==> src/rtl/tour_pkg.sv <==
package tour_pkg;
  typedef logic [1:0] ctr2_t;

  localparam ctr2_t CTR_WEAK_TAKEN = 2'b10;
  localparam ctr2_t CTR_WEAK_LOCAL = 2'b01;

  // saturating one-step move of a 2-bit counter
  function automatic ctr2_t sat_step(ctr2_t c, logic up);
    if (up) return (c == 2'b11) ? c : ctr2_t'(c + 2'd1);
    else    return (c == 2'b00) ? c : ctr2_t'(c - 2'd1);
  endfunction

  // direction carried by a counter
  function automatic logic ctr_dir(ctr2_t c);
    return c[1];
  endfunction
endpackage

==> src/rtl/tp_ctr_table.sv <==
module tp_ctr_table
  import tour_pkg::*;
#(
  parameter int    IDX_W = 4,
  parameter ctr2_t INIT  = CTR_WEAK_TAKEN
) (
  input  logic             clk,
  input  logic             rst_n,
  input  logic             clr,
  input  logic [IDX_W-1:0] rd_idx,
  output ctr2_t            rd_cnt,
  input  logic             wr_en,
  input  logic [IDX_W-1:0] wr_idx,
  input  logic             wr_up
);
  localparam int DEPTH = 1 << IDX_W;

  ctr2_t cnt_q [DEPTH];
  ctr2_t wr_cur;

  assign wr_cur = cnt_q[wr_idx];
  assign rd_cnt = cnt_q[rd_idx];

  always_ff @(posedge clk or negedge rst_n) begin
    if (!rst_n) begin
      for (int e = 0; e < DEPTH; e++) cnt_q[e] <= INIT;
    end else if (clr) begin
      for (int e = 0; e < DEPTH; e++) cnt_q[e] <= INIT;
    end else if (wr_en) begin
      cnt_q[wr_idx] <= sat_step(wr_cur, wr_up);
    end
  end

  // saturation at the top
  p_sat_high_r5: assert property (@(posedge clk) disable iff (!rst_n)
    (wr_en && !clr && wr_up && wr_cur == 2'b11) |=> cnt_q[$past(wr_idx)] == 2'b11);
  // saturation at the bottom
  p_sat_low_r5: assert property (@(posedge clk) disable iff (!rst_n)
    (wr_en && !clr && !wr_up && wr_cur == 2'b00) |=> cnt_q[$past(wr_idx)] == 2'b00);
  // no write leaves the entry untouched
  p_idle_hold_r7: assert property (@(posedge clk) disable iff (!rst_n)
    (!wr_en && !clr) |=> cnt_q[$past(wr_idx)] == $past(wr_cur));
  // clear restores the initial value
  p_clear_r8: assert property (@(posedge clk) disable iff (!rst_n)
    clr |=> (cnt_q[0] == INIT && cnt_q[DEPTH-1] == INIT));
endmodule

==> src/rtl/tp_hist_bank.sv <==
module tp_hist_bank #(
  parameter int SEL_W  = 3,
  parameter int HIST_W = 4
) (
  input  logic              clk,
  input  logic              rst_n,
  input  logic              clr,
  input  logic [SEL_W-1:0]  rd_sel,
  output logic [HIST_W-1:0] rd_hist,
  input  logic              wr_en,
  input  logic [SEL_W-1:0]  wr_sel,
  input  logic              wr_bit,
  output logic [HIST_W-1:0] wr_hist
);
  localparam int NREG = 1 << SEL_W;

  logic [HIST_W-1:0] hist_q [NREG];

  assign rd_hist = hist_q[rd_sel];
  assign wr_hist = hist_q[wr_sel];

  genvar g;
  generate
    for (g = 0; g < NREG; g++) begin : g_reg
      always_ff @(posedge clk or negedge rst_n) begin
        if (!rst_n)                                  hist_q[g] <= '0;
        else if (clr)                                hist_q[g] <= '0;
        else if (wr_en && wr_sel == SEL_W'(g))       hist_q[g] <= {hist_q[g][HIST_W-2:0], wr_bit};
      end
    end
  endgenerate

  // the selected register takes the outcome in its lsb
  p_shift_in_r6: assert property (@(posedge clk) disable iff (!rst_n)
    (wr_en && !clr) |=> hist_q[$past(wr_sel)][0] == $past(wr_bit));
  // the old low bits move up one place
  p_shift_up_r6: assert property (@(posedge clk) disable iff (!rst_n)
    (wr_en && !clr) |=> hist_q[$past(wr_sel)][HIST_W-1:1] == $past(wr_hist[HIST_W-2:0]));
endmodule

==> src/rtl/tour_predictor.sv <==
module tour_predictor
  import tour_pkg::*;
#(
  parameter int PC_W    = 8,
  parameter int LSEL_W  = 3,
  parameter int LHIST_W = 4,
  parameter int GHIST_W = 4
) (
  input  logic            clk,
  input  logic            rst_n,
  input  logic            ctx_clear,
  input  logic [PC_W-1:0] lk_pc,
  output logic            lk_pred,
  output logic            lk_local_pred,
  output logic            lk_global_pred,
  output logic            lk_use_global,
  input  logic            upd_valid,
  input  logic [PC_W-1:0] upd_pc,
  input  logic            upd_taken,
  input  logic            upd_local_pred,
  input  logic            upd_global_pred
);
  logic [LSEL_W-1:0]  lk_sel, upd_sel;
  logic [LHIST_W-1:0] lk_lhist, upd_lhist;
  logic [GHIST_W-1:0] ghr_q;
  ctr2_t              lk_lcnt, lk_gcnt, lk_ccnt;

  // named internal events
  logic train;         // a valid resolved branch trains the tables
  logic comp_disagree; // exactly one component was correct
  logic global_won;    // the global component was the correct one

  assign lk_sel        = lk_pc[LSEL_W-1:0];
  assign upd_sel       = upd_pc[LSEL_W-1:0];
  assign train         = upd_valid && !ctx_clear;
  assign comp_disagree = upd_local_pred != upd_global_pred;
  assign global_won    = upd_global_pred == upd_taken;

  tp_hist_bank #(.SEL_W(LSEL_W), .HIST_W(LHIST_W)) u_lhist (
    .clk(clk), .rst_n(rst_n), .clr(ctx_clear),
    .rd_sel(lk_sel), .rd_hist(lk_lhist),
    .wr_en(upd_valid), .wr_sel(upd_sel), .wr_bit(upd_taken), .wr_hist(upd_lhist)
  );

  tp_ctr_table #(.IDX_W(LHIST_W), .INIT(CTR_WEAK_TAKEN)) u_local (
    .clk(clk), .rst_n(rst_n), .clr(ctx_clear),
    .rd_idx(lk_lhist), .rd_cnt(lk_lcnt),
    .wr_en(upd_valid), .wr_idx(upd_lhist), .wr_up(upd_taken)
  );

  tp_ctr_table #(.IDX_W(GHIST_W), .INIT(CTR_WEAK_TAKEN)) u_global (
    .clk(clk), .rst_n(rst_n), .clr(ctx_clear),
    .rd_idx(ghr_q), .rd_cnt(lk_gcnt),
    .wr_en(upd_valid), .wr_idx(ghr_q), .wr_up(upd_taken)
  );

  tp_ctr_table #(.IDX_W(GHIST_W), .INIT(CTR_WEAK_LOCAL)) u_chooser (
    .clk(clk), .rst_n(rst_n), .clr(ctx_clear),
    .rd_idx(ghr_q), .rd_cnt(lk_ccnt),
    .wr_en(upd_valid && comp_disagree), .wr_idx(ghr_q), .wr_up(global_won)
  );

  always_ff @(posedge clk or negedge rst_n) begin
    if (!rst_n)         ghr_q <= '0;
    else if (ctx_clear) ghr_q <= '0;
    else if (upd_valid) ghr_q <= {ghr_q[GHIST_W-2:0], upd_taken};
  end

  assign lk_local_pred  = ctr_dir(lk_lcnt);
  assign lk_global_pred = ctr_dir(lk_gcnt);
  assign lk_use_global  = ctr_dir(lk_ccnt);
  assign lk_pred        = lk_use_global ? lk_global_pred : lk_local_pred;

  // when the components agree the choice is irrelevant
  p_agree_r4: assert property (@(posedge clk) disable iff (!rst_n)
    (lk_local_pred == lk_global_pred) |-> lk_pred == lk_local_pred);
  // global history holds without an update
  p_ghr_hold_r6: assert property (@(posedge clk) disable iff (!rst_n)
    (!upd_valid && !ctx_clear) |=> $stable(ghr_q));
  // global history takes the outcome in its lsb
  p_ghr_shift_r6: assert property (@(posedge clk) disable iff (!rst_n)
    train |=> ghr_q[0] == $past(upd_taken));
  // clear wins over a same-cycle update
  p_clear_ghr_r8: assert property (@(posedge clk) disable iff (!rst_n)
    ctx_clear |=> ghr_q == '0);
endmodule

==> config.mk <==
export PLATFORM = sky130hd
export DESIGN_NAME = tour_predictor
export DESIGN_NICKNAME = d
export VERILOG_FILES = /design/src/rtl/tour_pkg.sv /design/src/rtl/tp_ctr_table.sv /design/src/rtl/tp_hist_bank.sv /design/src/rtl/tour_predictor.sv
export SDC_FILE = /design/constraint.sdc
export NUM_CORES = 1
export LEC_CHECK = 0
export BUFFER_PORTS_ARGS = -buffer_cell sky130_fd_sc_hd__buf_2
export CORE_MARGIN = 5
export CORE_UTILIZATION = 30
export DETAILED_ROUTE_END_ITERATION = 6
export HOLD_SLACK_MARGIN = 0.06
export SYNTH_ARGS = -nofsm -noshare
export SYNTH_HDL_FRONTEND = slang
export SYNTH_SLANG_ARGS = --single-unit
==> constraint.sdc <==
create_clock -name clk -period 3.4 [get_ports clk]
set_clock_uncertainty 0.15 [all_clocks]
set_input_delay 0.34 -clock clk [delete_from_list [all_inputs] [get_ports clk]]
set_output_delay 0.34 -clock clk [all_outputs]
set_load 0.01 [all_outputs]
### After elaboration in Yosys (flattened, before gate mapping)

Cells that the tools add are included.

| word-level totals | value |
|---|---|
| word-level logic and storage cells | 177 |
| input bits | 23 |
| flip-flop bits (word level) | 132 |
| output and inout bits | 4 |

| operators by class | value |
|---|---|
| mux-type cells | 65 |
| reductions and logical operators | 25 |
| equality and inequality tests | 12 |
| magnitude comparators | 7 |
| bitwise logic cells | 5 |
| add/sub/neg operators | 6 |

Operators by type and width:

| operator | count |
|---|---|
| two-way mux 32 bit | 6 |
| bitwise mux 32 bit | 3 |
| two-way mux 4 bit | 22 |
| two-way mux 2 bit | 25 |
| binary-select mux 2 bit (select 4 bit) | 4 |
| binary-select mux 4 bit (select 3 bit) | 2 |
| nonzero test 2 bit | 10 |
| demux 2 bit (select 4 bit) | 2 |
| >= comparator 5 bit, second input constant | 3 |
| inverter 4 -> 5 bit | 3 |
| equality test 3 bit, second input constant | 4 |
| logical AND 1 bit | 11 |
| < comparator 5 x 1 -> 1 bit, second input constant | 2 |
| >= comparator 4 bit, second input constant | 2 |
| inverter 3 -> 4 bit | 2 |
| adder 2 x 1 -> 2 bit, second input constant | 3 |
| equality test 2 bit, second input constant | 3 |
| equality test 3 x 2 -> 1 bit, second input constant | 2 |
| logical NOT 2 bit | 3 |
| subtractor 2 x 1 -> 2 bit, second input constant | 3 |
| equality test 3 x 1 -> 1 bit, second input constant | 1 |
| logical NOT 3 bit | 1 |
| equality test 1 bit | 1 |
| two-way mux 1 bit | 1 |
| != test 1 bit | 1 |

### Depth between registers and ports, before layout

Gate-level depths: netlist of the first run.

| logic depth | value |
|---|---|
| word-level depth | 16 |
| depth in mapped cells | 12 |
| mapped depth without buffers | 8 |

### Cells and area by module

From an unflattened synthesis of the first run, not the netlist that was laid out.

| second synthesis, totals | value |
|---|---|
| cells, all modules | 698 |
| area total of the unflattened synthesis | 8,095.3 sq um |

Modules (own cells, without submodules):

| module | area each (sq um) | sequential area each (sq um) | cells each | instances |
|---|---|---|---|---|
| tp_ctr_table at u_global ... | 2,018.2 | 820.8 | 175 | 2 |
| tp_ctr_table at u_chooser | 1,956.9 | 820.8 | 176 | 1 |
| tp_hist_bank | 1,900.6 | 800.8 | 155 | 1 |
| tour_predictor | 201.4 | 100.1 | 17 | 1 |

### Worst setup path after synthesis of the first run

No wires, ideal clock.

| path | value |
|---|---|
| path kind | input-to-output |
| from | input lk_pc[0] |
| to | output lk_pred |
| path buffers | 1 |
| stages on the path | 8 |
| path slack | 0.136 ns |
| required time | 2.910 ns |
| arrival time | 2.774 ns |
| cells stage by stage | buf_2 mux4_2 mux2i_1 mux4_2 nor2b_1 a211oi_1 a21oi_1 mux2_2 |

| on the way | value |
|---|---|
| word-level cells in the longest chain between the ends | 9 |

Ends and longest elaborated chain:

| element | line | text |
|---|---|---|
| start, declared | tour_predictor.sv:12 | `input logic [PC_W-1:0] lk_pc,` |
| inverter 3 -> 4 bit (implied by the code) | tp_hist_bank.sv:19 | `assign rd_hist = hist_q[rd_sel];` |
| binary-select mux 4 bit (select 3 bit) | tp_hist_bank.sv:19 |  |
| two-way mux 4 bit (implied by the code) (2 in series) | tp_hist_bank.sv:19 |  |
| inverter 4 -> 5 bit (implied by the code) | tp_ctr_table.sv:22 | `assign rd_cnt = cnt_q[rd_idx];` |
| binary-select mux 2 bit (select 4 bit) | tp_ctr_table.sv:22 |  |
| two-way mux 2 bit (implied by the code) (2 in series) | tp_ctr_table.sv:22 |  |
| via lk_local_pred | tour_predictor.sv:14 | `output logic lk_local_pred,` |
| two-way mux 1 bit | tour_predictor.sv:72 | `assign lk_pred = lk_use_global ? lk_global_pred : lk_local_pred;` |
| end, declared | tour_predictor.sv:13 | `output logic lk_pred,` |

The timed path passes the listed nets, and every way through them passes these cells. The select of a mux whose other input is x is not followed.

### Worst setup path in the final report of the first run

| path | value |
|---|---|
| from | register u_lhist.hist_q[17] (netlist bit) |
| to | output lk_pred |

| on the way | value |
|---|---|
| word-level cells in the longest chain between the ends | 8 |

Ends and longest elaborated chain:

| element | line | text |
|---|---|---|
| start, declared | tp_hist_bank.sv:17 | `logic [HIST_W-1:0] hist_q [NREG];` |
| start signal, assigned by index | tp_hist_bank.sv:28 | `else if (wr_en && wr_sel == SEL_W'(g)) hist_q[g] <= {hist_q[g][HIST_W-2:0], wr_bit};` |
| binary-select mux 4 bit (select 3 bit) | tp_hist_bank.sv:19 |  |
| two-way mux 4 bit (implied by the code) (2 in series) | tp_hist_bank.sv:19 |  |
| inverter 4 -> 5 bit (implied by the code) | tp_ctr_table.sv:22 |  |
| binary-select mux 2 bit (select 4 bit) | tp_ctr_table.sv:22 |  |
| two-way mux 2 bit (implied by the code) (2 in series) | tp_ctr_table.sv:22 |  |
| two-way mux 1 bit | tour_predictor.sv:72 |  |

Every way passes these cells. The select of a mux whose other input is x is not followed.

==> results.txt, run 1 <==
Status -> finished, violations left
Failing checks -> negative setup slack
PortBufs -> 16
Starting density of the core -> 0.306
Finished Cell Area -> 8630 um^2
CP required -> 2.91 ns
VDD IR max -> 0.000306 V
Max-Cap Viols -> 0
Top Ports -> 27
Share of layout cells above drive strength 1 -> 0.295
Minimum clock period -> 3.45 ns
Relative slew slack -> 0.465
Placed Area -> 7960 um^2
Post-Syn Instances -> 691
Slew @ Worst Pin -> 0.796 ns
Antenna diodes -> 0
Distinct cells, synth -> 46
Post-layout util -> 0.353
Pins Over Slew Limit -> 0
Dpl ws -> 0.0784 ns
Clock Latency Late Sink -> 0.42 ns
Post-detail-place hpwl -> 11,700 um
CP Capture Type -> primary output
Crit Path Class -> reg -> out
Flops & latches, synth -> 132
Iteration-0 DRC Markers -> 326
Crit share post-route -> 1.01
Clock-pin slew on the worst setup and hold paths -> 0.06 ns
Primary FF master, synth -> dfrtp_1
Hold Vio Cnt, Final -> 0
Antenna viol nets, final -> 0
Seq/Total Area, Yosys -> 0.450
Number of synthesized flops with an enable pin -> 0
CTS tree -> yes
Final hold slack -> 0.176 ns
RSZ-0062 raised after global routing -> yes
Vias in the first global route -> 5,618
Startpoint types -> flip-flop
Fin cells -> 1,050
GRT Residual Overflow -> 0
Final setup vio count -> 1
Via-per-instance ratio -> 5.18
Drc violations -> 0
Arr. time, crit path -> 2.96 ns
Fraction of registers with async set/reset -> 1.00
GRT Total Usage -> 0.135
Full die area -> 28,200 um^2
1st-pass router iterations -> 4
Clock Path Buffers -> 2
Worst-path fanout max -> 4
Setup TNS after final layout -> -0.0458 ns
P per Cell Area -> 443 nW/um^2
Placed cells -> 1,010
Fmax achieved -> 290 MHz
Die X -> 168 um
Area Growth Syn to Fin -> 15.5%
CTS Sinks -> 132
CTS root buf -> clkbuf_16
Net Count, Synth -> 714
Synth Area per Inst -> 10.8 um^2
Vias post-DR -> 5,442
Cell row count -> 57
First-pass GRT wire length -> 30,900 um
Initial antenna violation count -> 0
Final estimated routing congestion in global placement -> 0.784
Synthesis Warnings -> 0
Chip Height -> 168 um
CTS Buf Count -> 17
Syn Std Cell Area -> 7480 um^2
Post-layout net count -> 736
CTS H-tree lvls -> 4
Hold crit path type -> in -> reg
Final WS setup -> -0.0458 ns
Leak -> 3.45 nW
DRT Wirelength -> 18,300 um
WL per Instance -> 17.4 um
Largest net degree at the start of global routing -> 68
Fillers -> 2,424
Power Total -> 3.82 mW
Core Box Area -> 24,500 um^2
## final timing paths
kind / from / to / slack [ns] / cells past startpoint
max: u_lhist.hist_q[17] / lk_pred / -0.05 / 9
min: ctx_clear / u_global.cnt_q[16] / 0.18 / 2
max reg2reg: u_lhist.hist_q[24] / u_local.cnt_q[20] / 0.22 / 7
min reg2reg: u_chooser.cnt_q[23] / u_chooser.cnt_q[23] / 0.34 / 1
max in group asynchronous: rst_n / u_global.cnt_q[23] / 1.83 / 3
min in group asynchronous: rst_n / u_chooser.cnt_q[3] / 0.32 / 2
## state kept, by name, summed over array words and instances (netlist names)
name and cells:
u_chooser.cnt_q 32, ghr_q 4, u_local.cnt_q 32, u_global.cnt_q 32
u_lhist.hist_q 32
## kinds of logic after synthesis
| family | count (synthesis) | share of synthesized area |
|---|---|---|
| compound gates | 162 | 0.148 |
| xor+xnor | 1 | 0.00117 |
| fa+ha+maj | 4 | 0.00636 |
| buf+inv | 51 | 0.0335 |
| flops | 132 | 0.450 |
| mux | 107 | 0.210 |
| simple gates | 234 | 0.151 |
## report_power, final
group          internal, mW  switching, mW
Clock                  1.18          0.692
Combinational         0.117          0.229
Sequential             1.59         0.0136
## repair_timing
action,4_1_cts,5_1_grt
pin swaps,0,1
hold endpoints to repair,45,0
setup buffers,6,1
setup endpoints to repair,2,2
hold buffers,1,0
resized for setup,2,0
## metal layers
layer,share of wire,global-route usage
met2,0.47,0.210
met4,0.012,0.0342
met3,0.035,0.0298
met5,0,0
met1,0.49,0.191
## layout by cell type (no fill, tap or decap), types with 13 or more instances in the layout
master	n
nor2_1	108
dfrtp_1	84
mux2i_1	64
a21oi_1	56
dfstp_2	48
o21ai_0	37
mux4_2	35
nor2b_1	35
buf_4	33
nand2_1	31
nand2b_1	17
or2_2	17
clkbuf_16	17
a22o_1	16
buf_2	14
a211o_1	13
## Yosys cell counts (17+ instances only)
cell type | instances | area (um^2)
or2_2 | 17 | 106
dfrtp_1 | 84 | 2100
clkbuf_1 | 35 | 131
o21ai_0 | 37 | 185
nor2b_1 | 35 | 219
nor2_1 | 108 | 405
dfstp_2 | 48 | 1260
mux2i_1 | 64 | 641
nand2_1 | 31 | 116
a21oi_1 | 57 | 285
nand2b_1 | 17 | 106
mux4_2 | 35 | 788
## layout make-up
type,count,area [um^2],share of cell area
Clock buffer,25,505,0.0586
Tap cell,324,405,0.0470
Sequential cell,132,3360,0.390
Multi-Input combinational cell,508,3870,0.448
Timing Repair Buffer,51,379,0.0439
Inverter,3,11.3,0.00130
Clock inverter,7,96.3,0.0112
## worst max-delay path: stages (launching register included)
cell	delay, ns
dfrtp_1	0.39
mux4_2	0.48
mux2i_1	0.14
buf_4	0.17
mux4_2	0.48
nor2b_1	0.15
a211oi_2	0.18
a21oi_2	0.12
mux2_2	0.30
buf_2	0.14
No activity file was read; power rests on OpenSTA's default activity.
==> run 2: changes to the inputs <==
==> constraint.sdc (replaced) <==
create_clock -name clk -period 3.4 [get_ports clk]
set_clock_uncertainty 0.15 [all_clocks]
set_input_delay 0.34 -clock clk [delete_from_list [all_inputs] [get_ports clk]]
set_output_delay 0.34 -clock clk [all_outputs]
set_load 0.1 [all_outputs]
==> run 2 against run 1 <==
- the flow still finishes with violations (negative setup slack)
- clock power down 6%
- worst hold slack better by 0.056 ns
- cell count unchanged
- core utilization up 0.31 points
- combinational power up 16%
- design area up 0.87%
- setup slack worse by 0.053 ns
- sequential share of layout area down 0.34 points
- via count up 1.4%
- critical path type unchanged
- largest power group unchanged
==> results.txt, run 2 (same netlist as run 1, synthesis figures left out) <==
CTS root buf -> clkbuf_16
P per Cell Area -> 433 nW/um^2
Via-per-instance ratio -> 5.26
First-pass GRT wire length -> 30,400 um
Most common cell after layout, fill and taps aside -> nor2_1
Failing checks -> negative setup slack
Iteration-0 DRC Markers -> 417
Internal power -> 2.82 mW
Share of layout cells above drive strength 1 -> 0.295
Worst path max stage delay -> 0.50 ns
Final estimated routing congestion in global placement -> 0.843
Post-detail-place hpwl -> 11,800 um
Max-Cap Viols -> 0
Leak -> 3.48 nW
Vias post-DR -> 5,519
Area Growth Syn to Fin -> 16.5%
DRT Wirelength -> 18,300 um
CTS H-tree lvls -> 4
Hold crit path type -> in -> reg
Core Box Area -> 24,500 um^2
CTS tree -> yes
Hold Vio Cnt, Final -> 0
Clock-pin slew on the worst setup and hold paths -> 0.06 ns
Antenna viol nets, final -> 0
Worst-path cell chain -> mux4_2, mux2i_4, buf_4, mux4_2, a21oi_2, a21oi_4, mux2_4, buf_12
Final hold slack -> 0.231 ns
Worst R2R Start -> u_lhist.hist_q[24]
Psw -> 951 uW
Final setup vio count -> 2
Die X -> 168 um
Pins Over Slew Limit -> 0
Fillers -> 2,390
Power share of the clock group -> 0.468
CTS Buf Count -> 17
Hold Startpoint -> upd_taken
Worst-path fanout max -> 4
Relative slew slack -> 0.453
CP bufs+invs -> 2
GRT Total Usage -> 0.134
GRT Residual Overflow -> 0
Dpl ws -> 0.00941 ns
Top Ports -> 27
Crit path from -> u_lhist.hist_q[13]
Power Total -> 3.77 mW
Post-layout net count -> 736
Chip Height -> 168 um
Starting density of the core -> 0.306
Cell row count -> 57
Slew @ Worst Pin -> 0.819 ns
Clock Path Buffers -> 2
1st-pass router iterations -> 5
Crit-path slowest cell -> mux4_2
CP dominant cell by count -> mux4_2
Arr. time, crit path -> 3.01 ns
Full die area -> 28,200 um^2
CTS Sinks -> 132
Flop pwr share -> 0.426
CP Capture Type -> primary output
PortBufs -> 16
Crit path max-delay family -> multiplexers
Flop2flop setup slack -> 0.21 ns
Final WS setup -> -0.0990 ns
Comb pwr share -> 0.106
Clock Latency Late Sink -> 0.42 ns
Crit Path Class -> reg -> out
Vias in the first global route -> 5,402
Largest net degree at the start of global routing -> 69
Fmax achieved -> 286 MHz
Startpoint types -> flip-flop
Antenna diodes -> 0
Minimum clock period -> 3.50 ns
VDD IR max -> 0.000297 V
Drc violations -> 0
WL per Instance -> 17.4 um
CP required -> 2.91 ns
Switching share of power -> 0.252
Status -> finished, violations left
RSZ-0062 raised after global routing -> yes
Initial antenna violation count -> 0
Crit share post-route -> 1.03
Commonest cells after routing, fill and taps aside -> 108 x nor2_1, 84 x dfrtp_1, 62 x mux2i_1
-- run 2: stage by stage --
| step | setup TNS [ns] | util | instances | cell area (um^2) |
|---|---|---|---|---|
| 6_report | -0.143 | 0.356 | 1050 | 8710 |
| 5_1_grt | -0.342 | 0.356 | 1050 | 8710 |
| 4_1_cts | -0.310 | 0.355 | 1050 | 8690 |
| 3_5_place_dp | 0 | 0.330 | 1013 | 8060 |
| 3_3_place_gp | 0 | 0.330 | 1013 | 8060 |
| 2_1_floorplan | 0 | - | 691 | 7520 |
-- run 2: final timing paths --
| kind | to | cells past startpoint |
|---|---|---|
| min in group asynchronous | u_global.cnt_q[4] | 2 |
| max | lk_pred | 8 |
| max reg2reg | u_local.cnt_q[26] | 7 |
| min | ghr_q[0] | 3 |
| min reg2reg | u_chooser.cnt_q[19] | 1 |
| max in group asynchronous | u_chooser.cnt_q[12] | 3 |
-- run 2: worst register-to-register path: stages, from the launching register on --
cell      delay (ns)
dfrtp_1         0.42
mux4_1          0.59
mux2_4          0.36
mux4_2          0.42
nor2b_1         0.17
nor4_4          0.36
maj3_4          0.43
a211oi_1        0.13
-- run 2: area by class of cell --
| cell class | count | area [um^2] | share of cell area |
|---|---|---|---|
| Multi-Input combinational cell | 508 | 3930 | 0.451 |
| Clock buffer | 25 | 465 | 0.0535 |
| Timing Repair Buffer | 51 | 450 | 0.0517 |
| Inverter | 3 | 11.3 | 0.00129 |
| Clock inverter | 7 | 85.1 | 0.00977 |
| Tap cell | 324 | 405 | 0.0466 |
| Sequential cell | 132 | 3360 | 0.386 |
-- run 2: layer usage --
metal  GRT usage  share of wire  vias up
met1       0.190           0.47     2789
met4      0.0402          0.011        0
li1            -              -     2562
met2       0.203           0.47      148
met3      0.0328          0.048       20
met5           0              0        -
-- run 2: power groups by stage --
stage / Clock [mW] / Combinational [mW] / Sequential (mW)
2_1_floorplan: 0 / 0.284 / 1.63
3_3_place_gp: 0 / 0.387 / 1.63
3_5_place_dp: 0 / 0.389 / 1.63
4_1_cts: 1.80 / 0.403 / 1.61
5_1_grt: 1.88 / 0.436 / 1.61
6_report: 1.76 / 0.400 / 1.61
-- run 2: what timing repair did --
| action | in CTS | in global routing |
|---|---|---|
| endpoints found under the setup margin | 2 | 2 |
| hold endpoints to repair | 39 | 0 |
| buffers inserted | 4 | 1 |
| hold buffers | 1 | 0 |
| pin swaps | 1 | 1 |
| resized for setup | 10 | 3 |
